**src/rtl/evt_pkg.sv**
```systemverilog
// Package: register addresses and control-word bit positions shared by the
// timer top, its channels and its bench. Assumes a 12-bit byte address.
package evt_pkg;
    localparam int          AW          = 12;
    localparam logic [11:0] A_IDENT     = 12'h000;
    localparam logic [11:0] A_TICK_FS   = 12'h004;
    localparam logic [11:0] A_GCTL      = 12'h010;
    localparam logic [11:0] A_CNT_LO    = 12'h0F0;
    localparam logic [11:0] A_CNT_HI    = 12'h0F4;
    localparam logic [11:0] A_CH_BASE   = 12'h100;
    localparam int          CH_STRIDE   = 32;
    localparam logic [11:0] OFS_CTL     = 12'h000;
    localparam logic [11:0] OFS_CMP_LO  = 12'h008;
    localparam logic [11:0] OFS_CMP_HI  = 12'h00C;

    localparam int B_EN     = 0;
    localparam int B_PER    = 1;
    localparam int B_LDSEL  = 2;
    localparam int B_W32    = 3;
    localparam int ROUTE_LO = 4;
    localparam int ROUTE_W  = 5;

    // Byte address of a register inside channel idx.
    function automatic logic [11:0] ch_addr(input int idx, input logic [11:0] ofs);
        return A_CH_BASE + 12'(idx * CH_STRIDE) + ofs;
    endfunction
endpackage

```
**src/rtl/evt_main_counter.sv**
```systemverilog
// Module: 64-bit tick counter. Counts while run is high; otherwise accepts
// writes of either 32-bit half. Assumes the caller gates writes with !run.
module evt_main_counter #(
    parameter int CW = 64
) (
    input  logic          clk,
    input  logic          rst_n,
    input  logic          run,
    input  logic          wr_lo,
    input  logic          wr_hi,
    input  logic [31:0]   wdata,
    output logic [CW-1:0] cnt
);
    localparam int HW = CW / 2;

    // Advance while running, else load a half on request.
    always_ff @(posedge clk) begin
        if (!rst_n)      cnt <= '0;
        else if (run)    cnt <= cnt + CW'(1);
        else if (wr_lo)  cnt[HW-1:0]  <= wdata[HW-1:0];
        else if (wr_hi)  cnt[CW-1:HW] <= wdata[HW-1:0];
    end


    run_step_chk: assert property (@(posedge clk) disable iff (!rst_n)
        run |=> cnt == $past(cnt) + CW'(1));

    idle_hold_chk: assert property (@(posedge clk) disable iff (!rst_n)
        (!run && !wr_lo && !wr_hi) |=> $stable(cnt));
endmodule

```
**src/rtl/evt_channel.sv**
```systemverilog
// Module: one compare channel. Holds its control bits, comparator and period,
// and raises a one-cycle pulse the cycle after the running counter equals the
// comparator. Assumes the counter moves by one per cycle while run is high.
module evt_channel
    import evt_pkg::*;
#(
    parameter int CW        = 64,
    parameter bit HAS_ROUTE = 1'b0
) (
    input  logic          clk,
    input  logic          rst_n,
    input  logic          run,
    input  logic [CW-1:0] cnt,
    input  logic          wr_ctl,
    input  logic          wr_cmp_lo,
    input  logic          wr_cmp_hi,
    input  logic [31:0]   wdata,
    output logic [31:0]   ctl_rd,
    output logic [CW-1:0] cmp_rd,
    output logic          irq
);
    localparam int HW = CW / 2;

    logic               en, per, w32, ldsel;
    logic [ROUTE_W-1:0] route;
    logic [CW-1:0]      cmp, prd;
    logic               hit, to_prd;

    // Match detect: only while counting and enabled, width per mode.
    always_comb begin
        hit = run && en && (w32 ? (cnt[HW-1:0] == cmp[HW-1:0]) : (cnt == cmp));
        to_prd = per && !ldsel;
    end

    // Control word and load-select arming.
    always_ff @(posedge clk) begin
        if (!rst_n) begin
            en <= 1'b0; per <= 1'b0; w32 <= 1'b0; ldsel <= 1'b0; route <= '0;
        end else if (wr_ctl) begin
            en    <= wdata[B_EN];
            per   <= wdata[B_PER];
            w32   <= wdata[B_W32];
            ldsel <= wdata[B_LDSEL];
            route <= HAS_ROUTE ? wdata[ROUTE_LO +: ROUTE_W] : '0;
        end else if (wr_cmp_lo) begin
            ldsel <= 1'b0;
        end
    end

    // Comparator and period: bus loads first, then periodic advance.
    always_ff @(posedge clk) begin
        if (!rst_n) begin
            cmp <= '0; prd <= '0;
        end else if (wr_cmp_lo) begin
            if (to_prd) prd[HW-1:0] <= wdata[HW-1:0];
            else        cmp[HW-1:0] <= wdata[HW-1:0];
        end else if (wr_cmp_hi) begin
            if (to_prd) prd[CW-1:HW] <= wdata[HW-1:0];
            else        cmp[CW-1:HW] <= wdata[HW-1:0];
        end else if (hit && per) begin
            if (w32) cmp[HW-1:0] <= cmp[HW-1:0] + prd[HW-1:0];
            else     cmp         <= cmp + prd;
        end
    end

    // Registered pulse, one cycle per match.
    always_ff @(posedge clk) begin
        if (!rst_n) irq <= 1'b0;
        else        irq <= hit;
    end

    // Readback views.
    always_comb begin
        ctl_rd = '0;
        ctl_rd[B_EN]  = en;
        ctl_rd[B_PER] = per;
        ctl_rd[B_W32] = w32;
        ctl_rd[ROUTE_LO +: ROUTE_W] = route;
        cmp_rd = cmp;
    end


    pulse_source_chk: assert property (@(posedge clk) disable iff (!rst_n)
        irq |-> $past(run && en));

    oneshot_single_chk: assert property (@(posedge clk) disable iff (!rst_n)
        (irq && !per && !$past(wr_cmp_lo || wr_cmp_hi)) |=> !irq);

    period_advance_chk: assert property (@(posedge clk) disable iff (!rst_n)
        (irq && $past(per && !w32) && !$past(wr_cmp_lo || wr_cmp_hi || wr_ctl))
        |-> cmp == $past(cmp) + prd);
endmodule

```
**src/rtl/evt_timer.sv**
```systemverilog
// Module: timer top. Decodes the register bus, owns the global control bits,
// instantiates the counter and NUM_CH channels, and routes their pulses.
// Assumes 2 <= NUM_CH <= 32 and 32-bit register accesses.
module evt_timer
    import evt_pkg::*;
#(
    parameter int          NUM_CH     = 3,
    parameter int          TICK_FS    = 10_000_000,
    parameter logic [15:0] VENDOR     = 16'h5A17,
    parameter bit          ROUTE_CAP  = 1'b1
) (
    input  logic              clk,
    input  logic              rst_n,
    input  logic              bus_wr,
    input  logic [AW-1:0]     bus_addr,
    input  logic [31:0]       bus_wdata,
    output logic [31:0]       bus_rdata,
    output logic [NUM_CH-1:0] irq_o,
    output logic              legacy_tmr_irq_o,
    output logic              legacy_rtc_irq_o
);
    localparam int          CW       = 64;
    localparam logic [31:0] IDENT    = {VENDOR, ROUTE_CAP, 1'b0, 1'b1,
                                        5'(NUM_CH - 1), 8'h01};

    logic          g_run, g_route;
    logic [CW-1:0] cnt;
    logic [31:0]   ch_ctl [NUM_CH];
    logic [CW-1:0] ch_cmp [NUM_CH];
    logic [NUM_CH-1:0] ch_irq;

    // Global control word.
    always_ff @(posedge clk) begin
        if (!rst_n) begin
            g_run <= 1'b0; g_route <= 1'b0;
        end else if (bus_wr && bus_addr == A_GCTL) begin
            g_run   <= bus_wdata[0];
            g_route <= ROUTE_CAP & bus_wdata[1];
        end
    end

    evt_main_counter #(.CW(CW)) u_cnt (
        .clk   (clk),
        .rst_n (rst_n),
        .run   (g_run),
        .wr_lo (bus_wr && !g_run && bus_addr == A_CNT_LO),
        .wr_hi (bus_wr && !g_run && bus_addr == A_CNT_HI),
        .wdata (bus_wdata),
        .cnt   (cnt)
    );

    for (genvar i = 0; i < NUM_CH; i++) begin : g_ch
        evt_channel #(.CW(CW), .HAS_ROUTE(i >= 2)) u_ch (
            .clk       (clk),
            .rst_n     (rst_n),
            .run       (g_run),
            .cnt       (cnt),
            .wr_ctl    (bus_wr && bus_addr == ch_addr(i, OFS_CTL)),
            .wr_cmp_lo (bus_wr && bus_addr == ch_addr(i, OFS_CMP_LO)),
            .wr_cmp_hi (bus_wr && bus_addr == ch_addr(i, OFS_CMP_HI)),
            .wdata     (bus_wdata),
            .ctl_rd    (ch_ctl[i]),
            .cmp_rd    (ch_cmp[i]),
            .irq       (ch_irq[i])
        );
    end

    // Read mux over globals and every channel.
    always_comb begin
        bus_rdata = '0;
        case (bus_addr)
            A_IDENT:   bus_rdata = IDENT;
            A_TICK_FS: bus_rdata = 32'(TICK_FS);
            A_GCTL:    bus_rdata = {30'b0, g_route, g_run};
            A_CNT_LO:  bus_rdata = cnt[31:0];
            A_CNT_HI:  bus_rdata = cnt[63:32];
            default:   bus_rdata = '0;
        endcase
        for (int i = 0; i < NUM_CH; i++) begin
            if (bus_addr == ch_addr(i, OFS_CTL))    bus_rdata = ch_ctl[i];
            if (bus_addr == ch_addr(i, OFS_CMP_LO)) bus_rdata = ch_cmp[i][31:0];
            if (bus_addr == ch_addr(i, OFS_CMP_HI)) bus_rdata = ch_cmp[i][63:32];
        end
    end

    // Pulse routing: override moves channels 0 and 1 to the dedicated lines.
    always_comb begin
        irq_o = ch_irq;
        if (g_route) irq_o[1:0] = 2'b00;
        legacy_tmr_irq_o = g_route & ch_irq[0];
        legacy_rtc_irq_o = g_route & ch_irq[1];
    end


    route_excl_chk: assert property (@(posedge clk) disable iff (!rst_n)
        (legacy_tmr_irq_o || legacy_rtc_irq_o) |-> (irq_o[1:0] == 2'b00));

    stopped_quiet_chk: assert property (@(posedge clk) disable iff (!rst_n)
        (!g_run && !$past(g_run)) |-> (irq_o == '0 && !legacy_tmr_irq_o && !legacy_rtc_irq_o));
endmodule

```
**config.mk**
```make
export PLATFORM = sky130hd
export DESIGN_NAME = evt_timer
export DESIGN_NICKNAME = d
export VERILOG_FILES = /design/src/rtl/evt_pkg.sv /design/src/rtl/evt_main_counter.sv /design/src/rtl/evt_channel.sv /design/src/rtl/evt_timer.sv
export SDC_FILE = /design/constraint.sdc
export NUM_CORES = 2
export LEC_CHECK = 0
export CAP_MARGIN = 40
export CORE_ASPECT_RATIO = 1.4
export CORE_MARGIN = 4
export CORE_UTILIZATION = 64
export DETAILED_ROUTE_END_ITERATION = 16
export MAX_ROUTING_LAYER = met4
export PLACE_DENSITY_LB_ADDON = 0.15
export SKIP_CTS_REPAIR_TIMING = 1
export SYNTH_ARGS = -nofsm -noshare
export SYNTH_HDL_FRONTEND = slang
export SYNTH_SLANG_ARGS = --single-unit
export TNS_END_PERCENT = 50
```
**constraint.sdc**
```tcl
create_clock -name clk -period 4.5 [get_ports clk]
set_clock_uncertainty 0.1 [all_clocks]
set_input_delay 0.45 -clock clk [delete_from_list [all_inputs] [get_ports clk]]
set_output_delay 0.45 -clock clk [all_outputs]
set_load 0.05 [all_outputs]
```
-- Word level (Yosys, flattened, before mapping)
Cells that the tools add are included.
Widths: inputs -> output; s select.
- register bits: 470
- bits in latches: 0
- RAM bits: 0
- bits in read-only memories: 0
- bits of input ports: 47
- output and inout port bits: 37
- memories kept: 0
- $add $sub $neg: 7
- $mul: 0
- divide/modulo/power cells: 0
- magnitude comparators: 0
- equality and inequality tests: 32
- shift operators: 0
- mux-type cells: 45
- bitwise gates (word level): 5
- reduce and logical (&&, ||, !) cells: 54
- operators by type and width (kind ; count):
    $mux 32 ; 30
    $mux 64 ; 4
    $add 64x64->64 ; 3
    $eq 64x64->1 ; 3
    $pmux 32 s5 ; 1
    $eq 12x9->1 const B ; 9
    $add 32x32->32 ; 3
    $eq 32x32->1 ; 3
    $add 64x1->64 const B ; 1
    $logic_and 1x1->1 ; 25
    $eq 12x8->1 const B ; 2
    $reduce_bool 2->1 ; 11
    $reduce_and 3->1 ; 6
    $ne 2x2->1 const B ; 7
    $eq 12x3->1 const B ; 1
    $eq 12x5->1 const B ; 1
    $logic_not 12->1 ; 1
    $ne 2x1->1 const B ; 6
    $reduce_and 4->1 ; 3
    $mux 1 ; 9
    $reduce_and 2->1 ; 4
    $logic_not 1->1 ; 4
    $not 1->1 ; 3
    $and 1x1->1 ; 2
    $mux 2 ; 1

-- Longest topological paths before layout
- depth in word-level cells: 11
- gate-level depth with buffers: 13

-- Cells and area by module
From an unflattened synthesis, not the netlist that was laid out.
- cells, all modules: 5501
- area, all modules: 40583.9 um^2
- by module, submodules not included (module ; times used ; cells an instance ; area each (um^2) ; seq. area each (um^2)):
    evt_channel (g_ch[0].u_ch ...) ; 2 ; 1442 ; 10749.1 ; 2662.6
    evt_channel (g_ch[2].u_ch) ; 1 ; 1388 ; 10610.2 ; 2762.6
    evt_main_counter ; 1 ; 566 ; 4274.1 ; 1281.2
    evt_timer ; 1 ; 663 ; 4201.5 ; 40.0

-- Least setup slack after synthesis
OpenSTA, ideal clock, no wires.
- kind: input to output
- start point: input port bus_addr[1]
- end point: output port bus_rdata[10]
- arrival: 2799 ps
- path slack: 1151 ps
- stages: 7
- path buffers: 2
- cells stage by stage: or3_1 -> clkbuf_1 -> nor3_1 -> clkbuf_1 -> a221o_1 -> a21oi_1 -> o21ai_0
- word-level cells in the longest chain between the ends: 11
- elaborated cells between the ends (all ways): 24
- those cells by class: eq/ne: 13; mux: 10; reduce/logical: 1
- ends and longest elaborated chain (item ; line ; RTL):
    start: declaration ; evt_timer.sv:15 ; input logic [AW-1:0] bus_addr,
    $eq 12x8->1 (tied with other cells) ; evt_timer.sv:71 ; case (bus_addr)
    $pmux 32 s5 ; evt_timer.sv:71 ;
    $mux 32 ; evt_timer.sv:80 ; if (bus_addr == ch_addr(i, OFS_CTL)) bus_rdata = ch_ctl[i];
    $mux 32 ; evt_timer.sv:81 ; if (bus_addr == ch_addr(i, OFS_CMP_LO)) bus_rdata = ch_cmp[i][31:0];
    $mux 32 ; evt_timer.sv:82 ; if (bus_addr == ch_addr(i, OFS_CMP_HI)) bus_rdata = ch_cmp[i][63:32];
    $mux 32 ; evt_timer.sv:80 ;
    $mux 32 ; evt_timer.sv:81 ;
    $mux 32 ; evt_timer.sv:82 ;
    $mux 32 ; evt_timer.sv:80 ;
    $mux 32 ; evt_timer.sv:81 ;
    $mux 32 (*) ; evt_timer.sv:82 ;
    end: declaration ; evt_timer.sv:17 ; output logic [31:0] bus_rdata,
Mark *: on every way between the ends. The rest lies on a longest branch, timed or not.

-- Final worst setup path
- start point: register g_ch[1].u_ch.cmp[8]
- end point: register g_ch[1].u_ch.cmp[63]
- word-level cells in the longest chain between the ends: 6
- elaborated cells between the ends (all ways): 11
- those cells by class: add/sub: 1; eq/ne: 2; mux: 4; reduce/logical: 4
- ends and longest elaborated chain (item ; line ; RTL):
    start: declaration ; evt_channel.sv:26 ; logic [CW-1:0] cmp, prd;
    start signal: indexed assignment ; evt_channel.sv:56 ; else cmp[HW-1:0] <= wdata[HW-1:0];
    start signal: indexed assignment ; evt_channel.sv:59 ; else cmp[CW-1:HW] <= wdata[HW-1:0];
    start signal: indexed assignment ; evt_channel.sv:61 ; if (w32) cmp[HW-1:0] <= cmp[HW-1:0] + prd[HW-1:0];
    parallel branches: the longest is 6 deep, another holds $add 64x64->64 ; n/a ;
Several ways; the timed one is not identified. The select of a mux whose other input is x is not followed.
A chain may end at the register's enable or synchronous reset.

==> results.toml <==
[synth]
netlist_top_cells_area = "dfxtp_1 27%, nand2_1 8.9%, a21oi_1 8.4%, ha_1 6.7%, xnor2_1 6.6%"
syn_inst = 4851
synth_ff_type = "dfxtp_1"
ys_ff_latch = 470
avgSynthCellArea_um2 = 7.296
synth_edf_count = 0
synth_area_um2 = 35390
ys_seq_area_frac = 0.2658
yosysTopAreaCell = "dfxtp_1"
ys_async_sr_fraction = 0
synth.distinct_cells = 103
syn-num-nets = 5091
synthDominantCellAreaShare = 0.2658
synth_warnings = 0

[timing]
worst_slew_pin_slew_ns = 1.150
hold_violations = 0
min_period_over_period = 0.9762
slew_violations = 0
rsz0062_at_grt = "no"
fin_setup_tns_ns = 0
clock.fmax_mhz = 227.6
setup_viol = 0
slew_headroom = 0.2333
min_period_ns = 4.393

[pwr]
vdd_drop_max_uv = 402.1
power-per-cell-area_nw_per_um2 = 226.1
p_total_mw = 8.880
power.leakage_nw = 15.45

[hold_path]
hold_path.class = "in -> reg"

[grt]
grt_usage = 0.5329
grt_pass1_wl_um = 232400
antenna_found_initial = 8
grt_max_degree = 146
grt_pass1_vias = 38100
grt-ovfl-total = 0

[floorplanning]
fp.dieW_um = 206.8
core_um2 = 54470
dieArea_um2 = 59180
initial_core_util = 0.6498
die_h_um = 286.3
ios = 84
num_rows = 101

[routing]
drtIter0Drc = 5522
drcViolationCount = 0
route.met2.wl_um = 66410
wl_met3_um = 21670
top_layer = "met4"
drtPass1Iterations = 11
wl_met1_um = 51230
routed_wl_um = 159200
wl_per_cell_um = 28.61
via_per_inst = 7.176
num_vias = 39930
ant_nets = 0

[cts]
clkSinkCount = 470
cts_buffers = 49
path_clk_slew_ns = 0.07
cts_tree = "done"
cts_root_buf = "clkbuf_16"
cts-htree-levels = 2
clk_path_buf_depth = 3
clock_latency_ns = 0.62

[place]
dpl.hpwl_um = 117000
place_congestion = 1.138
io_buffers = 83

[finish]
layout_commonest_cell = "nand2_1"
final_cell_mix = "836 x nand2_1, 594 x a21oi_1, 469 x dfxtp_1"
seq_area_um2 = 9410
drive_gt1_frac = 0.08666
nFillCells = 4262
nets = 5036
multi_input_comb_area_um2 = 24190
final_util = 0.7210
areaGrowthSynthToFinish_pct = 10.95

[worst_setup_path]
slowest_stage = "dfxtp_1"
cp-end-kind = "register"
critPathTopFamily = "compound AO/OA/AOI/OAI gates"
worstSetupPathType = "reg -> reg"
critPathLaunchType = "register"
arrival_ns = 4.74
crit_top_cell = "o21ai_1"
critPathMaxStageDelay_ns = 0.81
cp_max_fo = 4
cp.required_ns = 4.85
crit_buf_inv = 0
path_cells = "ha_1 -> a21oi_1 -> o2111ai_1 -> nor3_2 -> o41ai_2 -> o21ai_1 -> o211ai_1 -> o21ai_1 -> o21ai_1 -> a221oi_1 -> xnor2_1 -> o221ai_1"

[run_status]
outcome = "completed"

[job]
max_cap_violations = 0
-- state kept, by name (all words and copies together), names as in the netlist --
signal            cells
g_ch.u_ch.cmp_rd    192
g_ch.u_ch.w32         3
u_cnt.cnt            64
g_route               1
g_ch.u_ch.route       5
g_ch.u_ch.ldsel       3
g_run                 1
g_ch.u_ch.en          3
g_ch.u_ch.per         3
g_ch.u_ch.prd       192
g_ch.u_ch.irq         3
-- worst register-to-register path, cell delays in order (launching register included) --
cell and delay (ns):
dfxtp_1 0.81, ha_1 0.40, a21oi_1 0.29, o2111ai_1 0.18
nor3_2 0.52, o41ai_2 0.25, o21ai_1 0.38, o211ai_1 0.22
o21ai_1 0.30, o21ai_1 0.15, a221oi_1 0.34, xnor2_1 0.16
o221ai_1 0.13
-- worst paths after layout --
kind,start,endpoint,slack [ns],depth (start not counted)
max,g_ch[1].u_ch.cmp_rd[8],g_ch[1].u_ch.cmp_rd[63],0.11,12
min,rst_n,g_ch[1].u_ch.cmp_rd[48],0.28,3
max reg2reg,g_ch[1].u_ch.cmp_rd[8],g_ch[1].u_ch.cmp_rd[63],0.11,12
min reg2reg,g_ch[2].u_ch.route[3],g_ch[2].u_ch.route[3],0.35,2
-- final cells by class --
| cell class | instances | area share |
|---|---|---|
| diodes | 8 | 0.0005098 |
| well taps | 721 | 0.02297 |
| repair buffers | 291 | 0.07217 |
| clock buffers | 77 | 0.03830 |
| multi-input cells | 3919 | 0.6160 |
| clock inverters | 13 | 0.004047 |
| inverters | 65 | 0.006404 |
| flip-flops and latches | 470 | 0.2396 |
-- where the power goes --
part           internal [mW]  switching [mW]  leakage (nW)
Combinational         0.0848           0.313          10.9
Clock                   2.47            1.86         0.809
Sequential              4.16        0.000875          3.78
-- synthesized netlist by cell type, types with 63 or more instances --
master,count
and3_1,63
a22oi_1,72
a21o_1,116
inv_1,64
a21oi_1,594
dfxtp_1,470
clkbuf_1,296
nand2_1,836
nand3_1,164
buf_2,78
xnor2_1,267
a31oi_1,75
ha_1,190
nand4_1,104
o21ai_0,203
nor2_1,346
a211oi_1,97
xor2_1,129
-- metrics by stage --
step	setup slack (ns)	instances	hold WS, ns	instance area (um^2)
4_1_cts	0.4925	5555	0.2520	39240
3_5_place_dp	0.3350	5465	0.3439	37570
5_1_grt	0.1495	5563	0.2938	39270
6_report	0.1072	5564	0.2839	39270
2_1_floorplan	1.151	4851	0.3338	35390
3_3_place_gp	0.3965	5459	0.3399	37450
-- cell families (layout without fill, tap and decap cells) --
family | after synthesis | in the layout | share of synthesized area
buffers and inverters | 462 | 446 | 0.05334
multiplexers | 38 | 38 | 0.01110
AO/OA/AOI/OAI | 1498 | 1498 | 0.2698
other | 0 | 8 | 0
AND/OR/NAND/NOR | 1794 | 1794 | 0.2330
XOR/XNOR | 396 | 396 | 0.09799
flip-flops | 470 | 470 | 0.2658
adder cells (fa/ha/maj) | 193 | 193 | 0.06886
-- routing by layer --
metal,global-route usage,vias up
met5,-,-
met4,0.4783,0
met3,0.1510,1177
met2,0.7793,3139
met1,0.5828,18310
li1,-,17310
Note: power is estimated with default switching activity, not from simulation.
